<file path="config.mk">
export PLATFORM = sky130hd
export DESIGN_NAME = nic_ctl_regfile
export DESIGN_NICKNAME = d
export VERILOG_FILES = /design/src/rtl/nic_ctl_pkg.sv /design/src/rtl/nic_cmd_slot.sv /design/src/rtl/nic_evt_bank.sv /design/src/rtl/nic_state_reg.sv /design/src/rtl/nic_ctl_regfile.sv
export SDC_FILE = /design/constraint.sdc
export NUM_CORES = 1
export LEC_CHECK = 0
export ABC_AREA = 0
export ABC_CLOCK_PERIOD_IN_PS = 2300
export CORE_UTILIZATION = 46
export CTS_CLUSTER_DIAMETER = 100
export DETAILED_ROUTE_END_ITERATION = 8
export PLACE_DENSITY = 0.8
export SLEW_MARGIN = 20
export SYNTH_ARGS = -nofsm -noshare
export SYNTH_HDL_FRONTEND = slang
export SYNTH_HIERARCHICAL = 1
export SYNTH_SLANG_ARGS = --single-unit
</file>
<file path="constraint.sdc">
create_clock -name clk -period 2.3 [get_ports clk]
set_input_delay 0.23 -clock clk [delete_from_list [all_inputs] [get_ports clk]]
set_output_delay 0.23 -clock clk [all_outputs]
set_load 0.02 [all_outputs]
</file>
<file path="src/rtl/nic_ctl_pkg.sv">
package nic_ctl_pkg;
  localparam int HOST_AW  = 2;
  localparam int WORD_W   = 16;
  localparam int EVT_N    = 8;
  localparam int CU_OP_W  = 4;
  localparam int RU_OP_W  = 3;
  localparam int RU_ST_W  = 4;
  localparam int CU_ST_W  = 2;

  // command word field positions (decoded by software and engines)
  localparam int CMD_RU_LSB   = 0;
  localparam int CMD_CU_LSB   = 4;
  localparam int CMD_MASK_BIT = 8;
  localparam int CMD_SWI_BIT  = 9;
  // status word layout
  localparam int STAT_EVT_LSB = 8;
  localparam int SWI_IDX      = 2;   // status bit 10

  typedef enum logic [HOST_AW-1:0] {
    SEL_STAT = 2'd0,
    SEL_CMD  = 2'd1,
    SEL_PTR  = 2'd2,
    SEL_NONE = 2'd3
  } reg_sel_e;

  // event bits that exist (status bit 9 reserved)
  localparam logic [EVT_N-1:0] EVT_KEEP = 8'hFD;

  // one bit per opcode value: legal codes and codes that carry the pointer
  localparam logic [(1<<CU_OP_W)-1:0] CU_LEGAL = 16'h00F6; // 1,2,4,5,6,7
  localparam logic [(1<<CU_OP_W)-1:0] CU_ARG   = 16'h0052; // 1,4,6
  localparam logic [(1<<RU_OP_W)-1:0] RU_LEGAL = 8'hD6;    // 1,2,4,6,7
  localparam logic [(1<<RU_OP_W)-1:0] RU_ARG   = 8'h42;    // 1,6
endpackage

</file>
<file path="src/rtl/nic_cmd_slot.sv">
module nic_cmd_slot #(
  parameter int OP_W  = 4,
  parameter int ARG_W = 32,
  parameter logic [(1<<OP_W)-1:0] LEGAL   = '0,
  parameter logic [(1<<OP_W)-1:0] ARG_SEL = '0
) (
  input  logic             clk,
  input  logic             rst,
  input  logic             wr_req,
  input  logic [OP_W-1:0]  wr_op,
  input  logic [ARG_W-1:0] ptr_in,
  input  logic             accept,
  output logic             valid,
  output logic [OP_W-1:0]  op_q,
  output logic [ARG_W-1:0] arg_q
);
  logic legal_w;
  logic busy_w;

  assign legal_w = (wr_op != '0) && LEGAL[wr_op];
  assign busy_w  = (op_q != '0);
  assign valid   = busy_w;

  always_ff @(posedge clk) begin
    if (rst) begin
      op_q  <= '0;
      arg_q <= '0;
    end else if (!busy_w) begin
      if (wr_req && legal_w) begin
        op_q  <= wr_op;
        arg_q <= ARG_SEL[wr_op] ? ptr_in : '0;
      end
    end else if (accept) begin
      op_q <= '0;
    end
  end
endmodule

</file>
<file path="src/rtl/nic_evt_bank.sv">
module nic_evt_bank #(
  parameter int N = 8,
  parameter logic [N-1:0] KEEP = '1
) (
  input  logic         clk,
  input  logic         rst,
  input  logic [N-1:0] hw_set,
  input  logic [N-1:0] sw_set,
  input  logic         ack_we,
  input  logic [N-1:0] ack_bits,
  input  logic         mask_nxt,
  output logic [N-1:0] evt_q,
  output logic         irq_q
);
  logic [N-1:0] clr_w;
  logic [N-1:0] evt_nxt;

  assign clr_w   = ack_we ? ack_bits : '0;
  // setting after clearing: a same-cycle event survives its acknowledge
  assign evt_nxt = ((evt_q & ~clr_w) | hw_set | sw_set) & KEEP;

  always_ff @(posedge clk) begin
    if (rst) begin
      evt_q <= '0;
      irq_q <= 1'b0;
    end else begin
      evt_q <= evt_nxt;
      irq_q <= (|evt_nxt) & ~mask_nxt;
    end
  end
endmodule

</file>
<file path="src/rtl/nic_state_reg.sv">
module nic_state_reg #(
  parameter int W = 4
) (
  input  logic         clk,
  input  logic         rst,
  input  logic [W-1:0] d,
  output logic [W-1:0] q
);
  always_ff @(posedge clk) begin
    if (rst) q <= '0;
    else     q <= d;
  end
endmodule

</file>
<file path="src/rtl/nic_ctl_regfile.sv">
module nic_ctl_regfile
  import nic_ctl_pkg::*;
#(
  parameter int PTR_W = 32
) (
  input  logic               clk,
  input  logic               rst,
  input  logic               host_we,
  input  logic [HOST_AW-1:0] host_addr,
  input  logic [PTR_W-1:0]   host_wdata,
  output logic [WORD_W-1:0]  stat_word,
  output logic [WORD_W-1:0]  cmd_word,
  output logic [PTR_W-1:0]   ptr_word,
  input  logic [EVT_N-1:0]   hw_evt,
  input  logic [RU_ST_W-1:0] ru_state_in,
  input  logic [CU_ST_W-1:0] cu_state_in,
  output logic               tx_cmd_valid,
  output logic [CU_OP_W-1:0] tx_cmd_op,
  output logic [PTR_W-1:0]   tx_cmd_arg,
  input  logic               tx_cmd_accept,
  output logic               rx_cmd_valid,
  output logic [RU_OP_W-1:0] rx_cmd_op,
  output logic [PTR_W-1:0]   rx_cmd_arg,
  input  logic               rx_cmd_accept,
  output logic               irq_out
);
  localparam int LOW_PAD = WORD_W - CU_ST_W - RU_ST_W - EVT_N;

  logic wr_stat, wr_cmd, wr_ptr;
  logic mask_q, mask_nxt;
  logic [PTR_W-1:0]   ptr_q;
  logic [EVT_N-1:0]   sw_set;
  logic [EVT_N-1:0]   evt_q;
  logic [RU_ST_W-1:0] ru_st_q;
  logic [CU_ST_W-1:0] cu_st_q;

  assign wr_stat = host_we && (reg_sel_e'(host_addr) == SEL_STAT);
  assign wr_cmd  = host_we && (reg_sel_e'(host_addr) == SEL_CMD);
  assign wr_ptr  = host_we && (reg_sel_e'(host_addr) == SEL_PTR);

  assign mask_nxt = wr_cmd ? host_wdata[CMD_MASK_BIT] : mask_q;

  always_comb begin
    sw_set          = '0;
    sw_set[SWI_IDX] = wr_cmd && host_wdata[CMD_SWI_BIT];
  end

  always_ff @(posedge clk) begin
    if (rst) begin
      ptr_q  <= '0;
      mask_q <= 1'b0;
    end else begin
      if (wr_ptr) ptr_q <= host_wdata;
      mask_q <= mask_nxt;
    end
  end

  nic_cmd_slot #(
    .OP_W(CU_OP_W), .ARG_W(PTR_W), .LEGAL(CU_LEGAL), .ARG_SEL(CU_ARG)
  ) cu_slot_i (
    .clk(clk), .rst(rst),
    .wr_req(wr_cmd),
    .wr_op(host_wdata[CMD_CU_LSB +: CU_OP_W]),
    .ptr_in(ptr_q),
    .accept(tx_cmd_accept),
    .valid(tx_cmd_valid),
    .op_q(tx_cmd_op),
    .arg_q(tx_cmd_arg)
  );

  nic_cmd_slot #(
    .OP_W(RU_OP_W), .ARG_W(PTR_W), .LEGAL(RU_LEGAL), .ARG_SEL(RU_ARG)
  ) ru_slot_i (
    .clk(clk), .rst(rst),
    .wr_req(wr_cmd),
    .wr_op(host_wdata[CMD_RU_LSB +: RU_OP_W]),
    .ptr_in(ptr_q),
    .accept(rx_cmd_accept),
    .valid(rx_cmd_valid),
    .op_q(rx_cmd_op),
    .arg_q(rx_cmd_arg)
  );

  nic_evt_bank #(.N(EVT_N), .KEEP(EVT_KEEP)) evt_i (
    .clk(clk), .rst(rst),
    .hw_set(hw_evt),
    .sw_set(sw_set),
    .ack_we(wr_stat),
    .ack_bits(host_wdata[STAT_EVT_LSB +: EVT_N]),
    .mask_nxt(mask_nxt),
    .evt_q(evt_q),
    .irq_q(irq_out)
  );

  nic_state_reg #(.W(RU_ST_W)) ru_st_i (.clk(clk), .rst(rst), .d(ru_state_in), .q(ru_st_q));
  nic_state_reg #(.W(CU_ST_W)) cu_st_i (.clk(clk), .rst(rst), .d(cu_state_in), .q(cu_st_q));

  assign stat_word = {evt_q, cu_st_q, ru_st_q, {LOW_PAD{1'b0}}};
  assign cmd_word  = {6'b0, 1'b0, mask_q, tx_cmd_op, 1'b0, rx_cmd_op};
  assign ptr_word  = ptr_q;
endmodule

</file>
==> results.sh, run 1 <==
export IMPL_result_of_the_run="finished, final reports clean"
export IMPL_detail_route_first_pass_iterations=4
export IMPL_start_util_pct=47.38
export IMPL_die_width_um=113.5
export IMPL_timing_max_cap_violations=0
export IMPL_avgSynthCellArea_um2=10.28
export IMPL_grt_start_max_net_pins=92
export IMPL_sum_of_buffers_and_inverters_on_the_critical_path=1
export IMPL_cpPeakStageDelay_ps=550
export IMPL_antennaDiodeCount=0
export IMPL_cts_reportedPaths_clkPinSlew_ps=50
export IMPL_layout_cells_most_common_list="177 x sky130_fd_sc_hd__clkdlybuf4s50_1, 129 x sky130_fd_sc_hd__nand2b_1, 118 x sky130_fd_sc_hd__dfxtp_1"
export IMPL_grtUsageTotal_pct=22.66
export IMPL_utilization_pct=66.87
export IMPL_antenna_left=0
export IMPL_cp_arrival_ps=1840
export IMPL_critical_path_slowest_cell="sky130_fd_sc_hd__or4_4"
export IMPL_grt_antenna_before_repair=0
export IMPL_synthFlopType="sky130_fd_sc_hd__dfxtp_1"
export IMPL_row_count=40
export IMPL_worst_slew_margin_rel_pct=55.86
export IMPL_cp_end_kind="output port"
export IMPL_hold_path_class="primary input to flip-flop"
export IMPL_cts_hold_fix_buffers=0
export IMPL_timing_clock_skew_ps=14.60
export IMPL_power_per_cell_area_nw_per_um2=652.3
export IMPL_avgViaCountPerCell=4.886
export IMPL_postCtsSetupRepairBufs=0
export IMPL_clock_latency_ps=410
export IMPL_die_area_um2=12870
export IMPL_h_tree_depth=4
export IMPL_setup_repair_after_global_routing_missed_its_margin="no"
export IMPL_remaining_drc_errors=0
export IMPL_portion_of_the_post_synthesis_area_used_by_sequential_elements_pct=41.34
export IMPL_initialDrtViolationCount=287
export IMPL_finalCritPeriodShare_pct=89.95
export IMPL_total_power_mw=5.261
export IMPL_detailedPlacementHpwl_um=9784
export IMPL_fill_cells=946
export IMPL_largest_voltage_drop_on_the_vdd_net_mv=0.4690
export IMPL_wire_length_of_the_first_global_routing_pass_um=22470
export IMPL_timing_final_hold_violations=0
export IMPL_routedWlPerCell_um=15.62
export IMPL_sequence_of_cells_on_the_critical_path="or4_4 -> clkdlybuf4s50_1"
export IMPL_crit_fanout=4
export IMPL_drive_gt1_share_pct=10.20
export IMPL_final_common_cell="sky130_fd_sc_hd__clkdlybuf4s50_1"
export IMPL_area_growth_synth_to_final_pct=41.14
export IMPL_synth_enable_flop_cells=0
export IMPL_finish_net_count=781
export IMPL_tritoncts_sinks=118
export IMPL_synth_cell_area_um2=5714
export IMPL_place_congestion=0.7959
export IMPL_max_slew_worst_pin_slew_ps=662.1
export IMPL_async_flop_share_pct=0
export IMPL_period_needed_ps=2069
export IMPL_cp_required_ps=2070
export IMPL_numPortBuffers=178
export IMPL_clk_root_buffer_cell="sky130_fd_sc_hd__clkbuf_16"
export IMPL_drt_total_wl_um=14100
export IMPL_critical_path_top_delay_family="simple AND/OR/NAND/NOR gates"
export IMPL_route_vias_total=4412
export IMPL_fp_coreArea_um2=12060
export IMPL_crit_type="flip-flop to output port"
export IMPL_yosysWarnings=6
export IMPL_leakagePower_nw=3.207
export IMPL_finalSetupViolations=0
export IMPL_die_height_um=113.5
export IMPL_cts_repair_resize_count=0
export IMPL_synth_lib_cells_used_distinct=36
export IMPL_grt_pass1_vias=4298
export IMPL_drv_slew=0
export IMPL_fmax_mhz=483.4
export IMPL_grt_ovfl_total=0
export IMPL_synthCells=556
export IMPL_critical_path_start_type="flip-flop"
export IMPL_cts_buf_count=17
export IMPL_synth_ff_latch_count=118
export IMPL_maximum_buffer_depth_of_the_clock_tree=2
export IMPL_top_level_ports=191
export IMPL_cts_tree="done"
[through the flow]
step / TNS (ps) / cells / hold WS, ps / cell area [um^2] / worst slack, ps
global route: 0 / 903 / 366.9 / 8065 / 173.1
global placement: 0 / 872 / 460.7 / 7485 / 12.70
floorplan: 0 / 571 / 301.6 / 5771 / 384.0
CTS: 0 / 903 / 330.2 / 8065 / 206.7
finish: 0 / 903 / 332.8 / 8065 / 231.1
detailed placement: -68.96 / 872 / 464.6 / 7485 / -14.95
[logic make-up after synthesis]
family / count (synthesis) / share of synthesized area, %
DFF: 118 / 41.34
adders and majority gates: 5 / 1.095
AOI/OAI and AO/OA: 51 / 7.620
and+or+nand+nor: 209 / 23.63
other: 2 / 0.1314
muxes: 99 / 17.39
buffers and inverters: 72 / 8.802
[layer usage]
layer / track usage (%) / routed length, um / part of all wire (%)
met1: 27.01 / 6144 / 44
met2: 39.47 / 7108 / 50
met3: 5.792 / 720 / 5.1
met4: 8.158 / 127 / 0.90
met5: 0 / 0 / 0
[sequential cells by signal (all words and copies together) (netlist names)]
name             flops
cu_slot_i/arg_q     32
ptr_word            32
ru_slot_i/arg_q     32
evt_i/evt_q          7
cu_slot_i/op_q       4
ru_st_i/q            4
ru_slot_i/op_q       3
cu_st_i/q            2
evt_i/irq_q          1
mask_q               1
[worst paths after layout]
check	startpoint	to	slack, ps	depth (start not counted)
worst min-delay path	rst	ru_st_i/q[2]	330	2
worst max-delay path	cu_slot_i/op_q[3]	tx_cmd_valid	230	2
worst min register to register	ru_slot_i/arg_q[16]	ru_slot_i/arg_q[16]	470	2
worst max register to register	cu_slot_i/op_q[3]	cu_slot_i/arg_q[5]	440	4
[worst reg2reg max path: cells and delay by family, from the launching register on]
kind	cells	cell delay, ps
mux	1	140
compound gates	1	510
simple gates	1	550
flops	1	330
buf+inv	1	220
[report_power, final]
| part | switching [mW] | total [mW] | internal, mW |
|---|---|---|---|
| Sequential | 0.0363 | 2.12 | 2.09 |
| Clock | 0.892 | 2.60 | 1.71 |
| Combinational | 0.263 | 0.536 | 0.273 |
[synthesized netlist by cell type (all sizes together), types with 7 or more instances]
cell type / n / area share, %
nor2b: 10 / 1.1
inv: 8 / 0.53
buf: 33 / 6.2
dfxtp: 118 / 41
nand3b: 33 / 4.3
mux2i: 97 / 17
nor2: 13 / 0.85
clkbuf: 31 / 2.0
o211ai: 32 / 4.2
nand2b: 129 / 14
or2: 7 / 0.77
[area by class of cell]
| cell class | instances | area (um^2) | share of cell area [%] |
|---|---|---|---|
| multi-input cells | 381 | 2923 | 36.24 |
| flip-flops and latches | 118 | 2362 | 29.29 |
| repair buffers | 197 | 1959 | 24.29 |
| clock buffers | 21 | 450.4 | 5.585 |
| well taps | 168 | 210.2 | 2.606 |
| clock inverters | 10 | 130.1 | 1.613 |
| inverters | 8 | 30.03 | 0.3723 |
(Power assumes the default switching activity.)
==> inputs of run 2 (changes only) <==
Settings changed: CORE_MARGIN set to 1.5.
==> results.sh, run 2 (same netlist as run 1, synthesis figures left out) <==
export IMPL_result_of_the_run="finished, final reports clean"
export IMPL_leakagePower_nw=3.191
export IMPL_avgViaCountPerCell=4.948
export IMPL_initialDrtViolationCount=264
export IMPL_period_needed_ps=2088
export IMPL_crit_type="flip-flop to output port"
export IMPL_area_growth_synth_to_final_pct=40.53
export IMPL_r2r_end="cu_slot_i/op_q[0]"
export IMPL_die_area_um2=13100
export IMPL_die_height_um=114.5
export IMPL_tritoncts_sinks=118
export IMPL_r2r_start="cu_slot_i/op_q[3]"
export IMPL_register_area_um2=2362
export IMPL_cp_num_cells=2
export IMPL_detail_route_first_pass_iterations=4
export IMPL_drt_total_wl_um=14550
export IMPL_layout_cells_most_common_list="177 x sky130_fd_sc_hd__clkdlybuf4s50_1, 129 x sky130_fd_sc_hd__nand2b_1, 118 x sky130_fd_sc_hd__dfxtp_1"
export IMPL_met2_wirelength_um=7085
export IMPL_finalSetupViolations=0
export IMPL_finish_net_count=777
export IMPL_drv_slew=0
export IMPL_grtUsageTotal_pct=22.08
export IMPL_finalCritPeriodShare_pct=90.78
export IMPL_fp_coreArea_um2=12060
export IMPL_grt_pass1_vias=4377
export IMPL_power_per_cell_area_nw_per_um2=642.3
export IMPL_cp_arrival_ps=1860
export IMPL_crit_path_start="cu_slot_i/op_q[3]"
export IMPL_critical_path_top_delay_family="buffers and inverters"
export IMPL_holdCritStartpoint="rst"
export IMPL_sum_of_buffers_and_inverters_on_the_critical_path=1
export IMPL_die_width_um=114.5
export IMPL_fill_cells=954
export IMPL_postCtsSetupRepairBufs=0
export IMPL_worst_slew_margin_rel_pct=47.31
export IMPL_ff2ff_path_depth=4
export IMPL_worstSetupEndpoint="tx_cmd_valid"
export IMPL_cpPeakStageDelay_ps=560
export IMPL_grt_ovfl_total=0
export IMPL_critical_path_slowest_cell="sky130_fd_sc_hd__clkdlybuf4s50_1"
export IMPL_largest_voltage_drop_on_the_vdd_net_mv=0.4948
export IMPL_timing_clock_skew_ps=6.054
export IMPL_max_slew_worst_pin_slew_ps=790.4
export IMPL_antennaDiodeCount=0
export IMPL_maximum_buffer_depth_of_the_clock_tree=2
export IMPL_sequence_of_cells_on_the_critical_path="or4_4 -> clkdlybuf4s50_1"
export IMPL_start_util_pct=47.38
export IMPL_cts_buf_count=17
export IMPL_timing_max_cap_violations=0
export IMPL_critical_path_start_type="flip-flop"
export IMPL_fmax_mhz=479.0
export IMPL_route_vias_total=4443
export IMPL_wl_met3_um=862
export IMPL_numPortBuffers=178
export IMPL_highest_layer="met4"
export IMPL_h_tree_depth=4
export IMPL_whs_ps=213.1
export IMPL_row_count=40
export IMPL_wire_length_of_the_first_global_routing_pass_um=22320
export IMPL_timing_final_hold_violations=0
export IMPL_antenna_left=0
export IMPL_clock_latency_ps=410
export IMPL_setup_repair_after_global_routing_missed_its_margin="no"
export IMPL_footprint_of_the_multi_input_gates_um2=2923
export IMPL_regToRegSetupSlack_ps=420
export IMPL_final_common_cell="sky130_fd_sc_hd__clkdlybuf4s50_1"
export IMPL_crit_fanout=4
export IMPL_place_congestion=0.8193
export IMPL_routedWlPerCell_um=16.20
export IMPL_cp_required_ps=2070
export IMPL_cts_hold_fix_buffers=0
export IMPL_remaining_drc_errors=0
export IMPL_grt_start_max_net_pins=83
export IMPL_top_level_ports=191
export IMPL_utilization_pct=66.58
export IMPL_cts_repair_resize_count=0
export IMPL_cts_tree="done"
export IMPL_fin_tns_setup_ps=0
export IMPL_grt_antenna_before_repair=0
export IMPL_clk_root_buffer_cell="sky130_fd_sc_hd__clkbuf_16"
export IMPL_detailedPlacementHpwl_um=9925
export IMPL_cts_reportedPaths_clkPinSlew_ps=50
export IMPL_cp_end_kind="output port"
export IMPL_hold_path_class="primary input to flip-flop"
export IMPL_drive_gt1_share_pct=9.452
export IMPL_met1_length_um=6280
==> run 2: cell types whose count changed in the layout (fill, tap and decap cells not counted) <==
cell	change
sky130_fd_sc_hd__buf_12	+1
sky130_fd_sc_hd__buf_4	-5
sky130_fd_sc_hd__clkinvlp_4	-2
sky130_fd_sc_hd__clkbuf_1	+1
sky130_fd_sc_hd__bufinv_16	-2
sky130_fd_sc_hd__clkbuf_8	+5
sky130_fd_sc_hd__clkinv_2	-3
==> run 2: power by group <==
group / internal (mW) / total (mW) / switching [mW]
sequential: 2.09 / 2.12 / 0.0366
combinational: 0.269 / 0.535 / 0.266
clock: 1.64 / 2.50 / 0.858
total: 4.00 / 5.16 / 1.16
==> run 2: area by class of cell <==
cell class	instances	area share [%]
clock buffer	27	6.513
sequential	118	29.42
inverter	8	0.3739
tap	168	2.618
clock inverter	3	0.4986
timing repair buffer	193	24.18
multi-input combinational	381	36.40
==> run 2: how the worst min path moves through the flow <==
stage | to | slack [ps] | depth (start not counted)
after floorplan | cu_st_i/q[0] | 300 | 1
after global placement | ru_slot_i/arg_q[13] | 460 | 2
after detailed placement | ru_slot_i/arg_q[14] | 460 | 2
after CTS | cu_st_i/q[1] | 200 | 2
after global routing | ru_st_i/q[1] | 240 | 2
final | cu_st_i/q[1] | 210 | 2
==> run 2: layer usage <==
metal,vias up,GRT usage [%]
li1,2187,-
met1,2095,26.53
met2,141,37.21
met3,20,5.294
met4,0,10.42
met5,-,0
==> run 2: through the flow <==
stage                     instance area, um^2  setup WS [ps]  instances  power, mW
after floorplan                          5771          384.0        571      2.482
after global placement                   7467          11.77        868      2.685
after detailed placement                 7467         -52.23        868      2.696
after CTS                                8030          200.0        898      5.201
after global routing                     8030          171.0        898      5.318
final                                    8030          212.1        898      5.158
